[src/rtl/seg_adapt_pkg.sv]
// Shared definitions for the segment-to-word adapter.
// Assumes nothing beyond IEEE 1800-2017 packages.
package seg_adapt_pkg;
    // Kind of access held by the sequencer.
    typedef enum logic {
        ACC_WRITE = 1'b0,
        ACC_READ  = 1'b1
    } acc_kind_e;
endpackage

[src/rtl/seg_addr_calc.sv]
// Segment index calculator: index = pixel + line * pixels_per_line.
// Also decides whether that index falls inside the memory.
// Assumes SEG_AW <= PIX_W + LINE_W + 1 and NUM_SEGS fits that width.
module seg_addr_calc #(
    parameter int PIX_W    = 12,
    parameter int LINE_W   = 12,
    parameter int NUM_SEGS = 4096,
    parameter int SEG_AW   = 12
) (
    input  logic [PIX_W-1:0]  pix,
    input  logic [LINE_W-1:0] line,
    input  logic [PIX_W-1:0]  ppl,
    output logic [SEG_AW-1:0] seg,
    output logic              in_range
);
    localparam int SUM_W = PIX_W + LINE_W + 1;

    logic [SUM_W-1:0] full_idx;

    // Linear index from the coordinates, plus the range test against memory size.
    always_comb begin
        full_idx = SUM_W'(pix) + SUM_W'(line) * SUM_W'(ppl);
        in_range = (full_idx < SUM_W'(NUM_SEGS));
        seg      = full_idx[SEG_AW-1:0];
    end
endmodule

[src/rtl/beat_sequencer.sv]
// Beat sequencer: captures one accepted command and sends out four word
// beats at {segment, beat}. Write beats carry one word each, and padded
// words are driven as zero. Assumes BEATS is a power of two, and that
// start_wr and start_rd are never high together.
module beat_sequencer
    import seg_adapt_pkg::*;
#(
    parameter int SEG_AW = 12,
    parameter int WORD_W = 32,
    parameter int BEATS  = 4,
    localparam int BEAT_W = $clog2(BEATS),
    localparam int CNT_W  = $clog2(BEATS + 1)
) (
    input  logic                          clk,
    input  logic                          rst_n,
    input  logic                          start_wr,
    input  logic                          start_rd,
    input  logic [SEG_AW-1:0]             seg_in,
    input  logic [BEATS-1:0][WORD_W-1:0]  wdata_in,
    input  logic [CNT_W-1:0]              words_in,
    input  logic                          mem_ready,
    input  logic                          rd_last,
    output logic                          busy,
    output logic [SEG_AW+BEAT_W-1:0]      mem_addr,
    output logic                          mem_wr,
    output logic                          mem_rd,
    output logic [WORD_W-1:0]             mem_wdata
);
    logic                         busy_q;
    acc_kind_e                    kind_q;
    logic                         sent_all_q;
    logic [BEAT_W-1:0]            beat_q;
    logic [SEG_AW-1:0]            seg_q;
    logic [BEATS-1:0][WORD_W-1:0] data_q;
    logic [CNT_W-1:0]             words_q;
    logic                         issuing;

    assign issuing = busy_q && !sent_all_q;

    // Capture a command, step the beats on ready, and end the access.
    always_ff @(posedge clk) begin
        if (!rst_n) begin
            busy_q     <= 1'b0;
            kind_q     <= ACC_WRITE;
            sent_all_q <= 1'b0;
            beat_q     <= '0;
            seg_q      <= '0;
            data_q     <= '0;
            words_q    <= '0;
        end else if (!busy_q) begin
            if (start_wr || start_rd) begin
                busy_q     <= 1'b1;
                kind_q     <= start_rd ? ACC_READ : ACC_WRITE;
                sent_all_q <= 1'b0;
                beat_q     <= '0;
                seg_q      <= seg_in;
                data_q     <= wdata_in;
                words_q    <= (words_in == '0 || words_in > CNT_W'(BEATS))
                              ? CNT_W'(BEATS) : words_in;
            end
        end else begin
            if (issuing && mem_ready) begin
                if (beat_q == BEAT_W'(BEATS - 1)) begin
                    sent_all_q <= 1'b1;
                    if (kind_q == ACC_WRITE) busy_q <= 1'b0;
                end else begin
                    beat_q <= beat_q + 1'b1;
                end
            end
            if (kind_q == ACC_READ && rd_last) busy_q <= 1'b0;
        end
    end

    // Drive the beat strobes, the scaled word address and the padded data.
    always_comb begin
        busy      = busy_q;
        mem_wr    = issuing && (kind_q == ACC_WRITE);
        mem_rd    = issuing && (kind_q == ACC_READ);
        mem_addr  = {seg_q, beat_q};
        mem_wdata = (CNT_W'(beat_q) < words_q) ? data_q[beat_q] : '0;
    end


    stall_hold_chk: assert property (@(posedge clk) disable iff (!rst_n)
        (issuing && !mem_ready) |=> ((mem_wr || mem_rd) &&
            mem_addr == $past(mem_addr) && mem_wdata == $past(mem_wdata)));


    beat_step_chk: assert property (@(posedge clk) disable iff (!rst_n)
        (issuing && mem_ready && beat_q != BEAT_W'(BEATS - 1))
            |=> (mem_addr == $past(mem_addr) + 1'b1));


    seg_hold_chk: assert property (@(posedge clk) disable iff (!rst_n)
        busy_q |=> $stable(seg_q));
endmodule

[src/rtl/read_gather.sv]
// Read gatherer: collects BEATS returned words in arrival order and
// presents them as one wide word with a one-cycle valid pulse.
// Assumes the memory returns words in the order they were requested.
module read_gather #(
    parameter int WORD_W = 32,
    parameter int BEATS  = 4,
    localparam int BEAT_W = $clog2(BEATS)
) (
    input  logic                     clk,
    input  logic                     rst_n,
    input  logic                     start,
    input  logic                     mem_rvalid,
    input  logic [WORD_W-1:0]        mem_rdata,
    output logic                     rd_last,
    output logic                     rd_valid,
    output logic [BEATS*WORD_W-1:0]  rd_data
);
    logic                         active_q;
    logic [BEAT_W-1:0]            cnt_q;
    logic [BEATS-1:0][WORD_W-1:0] buf_q;
    logic [BEATS-1:0][WORD_W-1:0] full_word;

    // The top word comes straight from the bus on the final return.
    for (genvar k = 0; k < BEATS; k++) begin : g_lane
        if (k == BEATS - 1) begin : g_top
            assign full_word[k] = mem_rdata;
        end else begin : g_low
            assign full_word[k] = buf_q[k];
        end
    end

    assign rd_last = active_q && mem_rvalid && (cnt_q == BEAT_W'(BEATS - 1));

    // Arm on a read start, store each returned word, and publish on the last.
    always_ff @(posedge clk) begin
        if (!rst_n) begin
            active_q <= 1'b0;
            cnt_q    <= '0;
            buf_q    <= '0;
            rd_valid <= 1'b0;
            rd_data  <= '0;
        end else begin
            rd_valid <= 1'b0;
            if (start) begin
                active_q <= 1'b1;
                cnt_q    <= '0;
            end else if (active_q && mem_rvalid) begin
                buf_q[cnt_q] <= mem_rdata;
                if (rd_last) begin
                    active_q <= 1'b0;
                    rd_valid <= 1'b1;
                    rd_data  <= full_word;
                end else begin
                    cnt_q <= cnt_q + 1'b1;
                end
            end
        end
    end


    rd_pulse_chk: assert property (@(posedge clk) disable iff (!rst_n)
        rd_valid |=> !rd_valid);
endmodule

[src/rtl/seg_word_adapter.sv]
// Top of the segment-to-word adapter. It accepts commands when idle,
// works out the segment from pixel coordinates, rejects indices outside
// memory, and hands the access to the sequencer and the read gatherer.
// Assumes one access at a time and a memory that returns reads in order.
module seg_word_adapter #(
    parameter int WORD_W    = 32,
    parameter int BEATS     = 4,
    parameter int MEM_BYTES = 65536,
    parameter int PIX_W     = 12,
    parameter int LINE_W    = 12,
    localparam int SEG_W    = WORD_W * BEATS,
    localparam int NUM_SEGS = MEM_BYTES / (SEG_W / 8),
    localparam int SEG_AW   = $clog2(NUM_SEGS),
    localparam int MADDR_W  = SEG_AW + $clog2(BEATS),
    localparam int CNT_W    = $clog2(BEATS + 1)
) (
    input  logic               clk,
    input  logic               rst_n,
    input  logic               cmd_wr_en,
    input  logic               cmd_rd_en,
    input  logic [PIX_W-1:0]   pix_idx,
    input  logic [LINE_W-1:0]  line_idx,
    input  logic [PIX_W-1:0]   pix_per_line,
    input  logic [SEG_W-1:0]   wr_data,
    input  logic [CNT_W-1:0]   wr_word_cnt,
    output logic               busy,
    output logic               err,
    output logic               rd_valid,
    output logic [SEG_W-1:0]   rd_data,
    output logic [MADDR_W-1:0] mem_addr,
    output logic               mem_wr,
    output logic               mem_rd,
    output logic [WORD_W-1:0]  mem_wdata,
    input  logic               mem_ready,
    input  logic [WORD_W-1:0]  mem_rdata,
    input  logic               mem_rvalid
);
    logic [SEG_AW-1:0] seg_idx;
    logic              in_range;
    logic              accept;
    logic              start_wr;
    logic              start_rd;
    logic              rd_last;

    seg_addr_calc #(
        .PIX_W(PIX_W), .LINE_W(LINE_W), .NUM_SEGS(NUM_SEGS), .SEG_AW(SEG_AW)
    ) calc_i (
        .pix(pix_idx), .line(line_idx), .ppl(pix_per_line),
        .seg(seg_idx), .in_range(in_range)
    );

    // Accept only when idle; a write wins over a read in the same cycle.
    always_comb begin
        accept   = !busy && (cmd_wr_en || cmd_rd_en);
        start_wr = accept && in_range && cmd_wr_en;
        start_rd = accept && in_range && cmd_rd_en && !cmd_wr_en;
    end

    // One-cycle error pulse for a command that points past the end of memory.
    always_ff @(posedge clk) begin
        if (!rst_n) err <= 1'b0;
        else        err <= accept && !in_range;
    end

    beat_sequencer #(
        .SEG_AW(SEG_AW), .WORD_W(WORD_W), .BEATS(BEATS)
    ) seq_i (
        .clk(clk), .rst_n(rst_n),
        .start_wr(start_wr), .start_rd(start_rd),
        .seg_in(seg_idx), .wdata_in(wr_data), .words_in(wr_word_cnt),
        .mem_ready(mem_ready), .rd_last(rd_last),
        .busy(busy), .mem_addr(mem_addr), .mem_wr(mem_wr),
        .mem_rd(mem_rd), .mem_wdata(mem_wdata)
    );

    read_gather #(
        .WORD_W(WORD_W), .BEATS(BEATS)
    ) gather_i (
        .clk(clk), .rst_n(rst_n), .start(start_rd),
        .mem_rvalid(mem_rvalid), .mem_rdata(mem_rdata),
        .rd_last(rd_last), .rd_valid(rd_valid), .rd_data(rd_data)
    );


    err_quiet_chk: assert property (@(posedge clk) disable iff (!rst_n)
        err |-> (!busy && !mem_wr && !mem_rd));


    one_strobe_chk: assert property (@(posedge clk) disable iff (!rst_n)
        !(mem_wr && mem_rd));


    busy_rise_chk: assert property (@(posedge clk) disable iff (!rst_n)
        (start_wr || start_rd) |=> busy);
endmodule

[config.mk]
export PLATFORM = sky130hd
export DESIGN_NAME = seg_word_adapter
export DESIGN_NICKNAME = d
export VERILOG_FILES = /design/src/rtl/seg_adapt_pkg.sv /design/src/rtl/seg_addr_calc.sv /design/src/rtl/beat_sequencer.sv /design/src/rtl/read_gather.sv /design/src/rtl/seg_word_adapter.sv
export SDC_FILE = /design/constraint.sdc
export NUM_CORES = 1
export LEC_CHECK = 0
export BUFFER_PORTS_ARGS = -buffer_cell sky130_fd_sc_hd__buf_4
export CORE_MARGIN = 2
export CORE_UTILIZATION = 30
export DETAILED_ROUTE_END_ITERATION = 7
export HOLD_SLACK_MARGIN = 0.02
export SYNTH_ARGS = -nofsm -noshare
export SYNTH_HDL_FRONTEND = slang
export SYNTH_HIERARCHICAL = 1
export SYNTH_SLANG_ARGS = --single-unit
[constraint.sdc]
create_clock -name clk -period 9.9 [get_ports clk]
set_input_delay 1.98 -clock clk [delete_from_list [all_inputs] [get_ports clk]]
set_output_delay 1.98 -clock clk [all_outputs]
set_load 0.02 [all_outputs]
==> impl_metrics.csv <==
group,metric,value,unit
timing,tightest_slew,1.21,ns
global_routing,track_usage,0.160,
min_path,min_path_type,"reg2reg",
cells_and_area,syn_to_final_growth,23.8,%
global_routing,grt_max_degree,178,
cells_and_area,nFillCells,6732,
power_and_ir_drop,power,0.00496,W
global_routing,grt_pass1_wl,90200,um
cts,cts_hold_buf,0,
min_path,worstHoldPathCells,2,
synth,syn-num-nets,2552,
timing,rsz0062_at_grt,"false",
synth,netlist_area,20400,um2
setup_path,r2r_cells,3,
synth,ys_warn_count,6,
drt,drtIter0Drc,1001,
cells_and_area,multi_input_area,11400,um2
power_and_ir_drop,pwr-share-seq,0.308,
cts,clk_pin_slew,0.06,ns
synth,syn_inst,2156,
synth,synth.area.top_cells,"dfxtp_1 37%, nand2_1 12%, mux2i_1 11%, fa_1 11%, ha_1 4.9%",
placed_design,gp_congestion,0.827,
power_and_ir_drop,p_clk_frac,0.313,
synth,synth_enable_flop_cells,0,
cts,cts.sinks,377,
global_routing,grt_pass1_vias,16300,
drt,wire_per_inst,16.7,um
setup_path,cp.arrival,9.43,ns
cts,post_cts_resized,0,
drt,drt-total-wl,56100,um
power_and_ir_drop,p_leak,11.5,nW
synth,yosys_register_bits,377,
setup_path,start_kind,"input port",
cts,cts_setup_buffers,0,
cts,htree_levels,2,
drt,route.vias.total,15900,
timing,fin_crit_sh,0.906,
setup_path,criticalPathCategory,"in2reg",
cts,clk_path_buf_depth,3,
floorplan,start_util,0.303,
drt,drtAntennaViolNets,0,
timing,finalHoldViolations,0,
global_routing,overflow,0,
floorplan,coreArea,67200,um2
timing,relSlewSlack,0.193,
cts,cts_buffers,40,
synth,async_flop_share,0,
timing,layout_min_cycle_time,8.96,ns
power_and_ir_drop,p_per_area,197,nW/um2
run,maxCapViolCount,0,
cells_and_area,final_nets,2859,
synth,ys.flop_type,"dfxtp_1",
timing,finalClockSkew,0.0104,ns
timing,finalSetupViolations,0,
setup_path,crit_fanout,35,
power_and_ir_drop,vdd_drop_max,0.000237,V
drt,dr.pass1.iters,4,
floorplan,die_h,265,um
power_and_ir_drop,internal_power,0.00326,W
synth,yosysSeqAreaShare,0.370,
synth,synth_top_area_frac,0.370,
setup_path,worstPathRequired,10.36,ns
timing,finalMaxSlewViolations,0,
cts,cts_root_buffer,"clkbuf_16",
cts,insertion_delay,0.55,ns
placed_design,portBuffers,383,
synth,synth.avg_cell_area,9.45,um2
run_status,status,"finished, final reports clean",
drt,routed_via_density,4.71,
setup_path,crit_path_end_kind,"flop",
power_and_ir_drop,comb_power_share,0.379,
cells_and_area,diodes,0,
timing,setup_tns,0,ns
drt,drc_errors,0,
power_and_ir_drop,swShare,0.343,
cts,cts_tree,"yes",
global_routing,antenna_found_initial,4,
synth,synth_cell_types,63,
timing,fmax,0.112,GHz
floorplan,row_count,95,
floorplan,dieArea,70000,um2
floorplan,io_pins,384,
floorplan,die_w,265,um
cells_and_area,final_layout_size_suffix_gt1_frac,0.208,
cells_and_area,regArea,7550,um2
placed_design,hpwlAfterDp,40800,um
synth,synth.largest_area_cell,"dfxtp_1",
power_and_ir_drop,p_sw,0.00170,W
==> synth_stat cells, types with 4 or more instances <==
library cell	n
a21boi_0	114
a21boi_1	64
a21o_1	9
a21oi_1	20
and2_1	63
buf_2	35
buf_4	13
buf_6	28
clkbuf_1	62
clkbuf_2	4
dfxtp_1	377
fa_1	112
ha_1	79
inv_1	166
mux2i_1	230
mux4_2	29
nand2_1	637
nand2b_1	9
nand3_1	4
nand3b_1	5
nor2_1	13
o211ai_1	5
o21ai_0	8
xnor2_1	8
xor2_1	6
==> state kept, by name (all words and copies together) (netlist names) <==
register	count
gather_i/rd_data	128
gather_i/rd_valid	1
seq_i/words_q	3
seq_i/sent_all_q	1
seq_i/busy	1
seq_i/seg_q	12
seq_i/data_q	128
err	1
seq_i/beat_q	2
gather_i/active_q	1
seq_i/kind_q	1
gather_i/buf_q	96
gather_i/cnt_q	2
==> layout make-up <==
type	instances	area share
multi-input cells	1471	0.452
inverters	166	0.0247
clock inverters	14	0.00759
repair buffers	407	0.126
clock buffers	57	0.0474
well taps	873	0.0433
flip-flops and latches	377	0.299
==> worst paths after layout <==
check | startpoint | to | slack (ns)
max | line_idx[5] | seq_i/data_q[27] | 0.94
min reg2reg | seq_i/data_q[120] | seq_i/data_q[120] | 0.45
max reg2reg | seq_i/busy | gather_i/buf_q[42] | 7.44
min | seq_i/data_q[120] | seq_i/data_q[120] | 0.45
==> cell families after synthesis <==
family / synth area share
simple gates: 0.155
xor+xnor: 0.00602
buf+inv: 0.0719
compound gates: 0.0881
mux: 0.150
flops: 0.370
fa+ha+maj: 0.159
==> per-stage QoR <==
step / area, um2 / setup WS [ns] / util / instances / hold slack (ns)
3_3_place_gp: 23800 / 0.448 / 0.355 / 3294 / 0.437
4_1_cts: 25200 / 0.877 / 0.375 / 3365 / 0.454
5_1_grt: 25200 / 0.576 / 0.375 / 3365 / 0.468
2_1_floorplan: 20400 / 1.12 / - / 2156 / 0.430
3_5_place_dp: 23800 / 0.320 / 0.355 / 3294 / 0.445
6_report: 25200 / 0.935 / 0.375 / 3365 / 0.451
==> metal layers <==
| layer | part of all wire | GRT usage | up-vias |
|---|---|---|---|
| li1 | - | - | 7587 |
| met1 | 0.45 | 0.216 | 7681 |
| met2 | 0.46 | 0.259 | 507 |
| met3 | 0.073 | 0.0373 | 75 |
| met4 | 0.021 | 0.0396 | 4 |
| met5 | 0.00034 | 0 | - |
==> worst max-delay path, stage by stage <==
cell and delay (ns):
buf_4 0.16, and2_1 0.18, fa_1 0.50, fa_1 0.53
fa_1 0.52, fa_1 0.54, inv_1 0.05, fa_1 0.52
inv_1 0.04, ha_1 0.36, a211o_1 0.32, o22a_1 0.24
mux2_4 0.31, a211o_1 0.28, a311oi_1 0.25, nand4_1 0.13
or4_1 0.53, nor4_2 0.35, and4bb_2 0.45, o21ba_4 0.56
buf_12 0.27, nand2_1 0.09, a21boi_0 0.18
==> power groups by stage <==
| stage | combinational, W | clock [W] | sequential (W) |
|---|---|---|---|
| after floorplan | 0.00141 | 0 | 0.00156 |
| after detailed placement | 0.00186 | 0 | 0.00156 |
| final | 0.00188 | 0.00155 | 0.00153 |
| after global routing | 0.00216 | 0.00167 | 0.00153 |
| after CTS | 0.00188 | 0.00160 | 0.00153 |
| after global placement | 0.00184 | 0 | 0.00156 |
==> placed cells by master (no fill, tap or decap), types with 3 or more instances in the layout <==
master and count:
mux4_1 3, clkbuf_16 41, nand2_1 637, clkinv_2 5, bufinv_16 3, mux2i_1 230
o211ai_1 5, ha_1 79, and3b_1 3, inv_1 166, xor2_1 6, dfxtp_1 375
nor2_1 13, nand2b_1 9, fa_1 112, clkbuf_1 5, xnor2_1 8, nand3b_1 5
clkinvlp_4 4, a21boi_1 64, o22ai_1 3, mux4_2 29, and2_1 63, buf_12 9
buf_4 397, and3_1 3, o21ai_0 8, a21o_1 9, clkbuf_8 11, a21oi_1 20
a211oi_1 3, a21boi_0 114, nand3_1 4
Note: power is estimated with default switching activity, not from simulation.
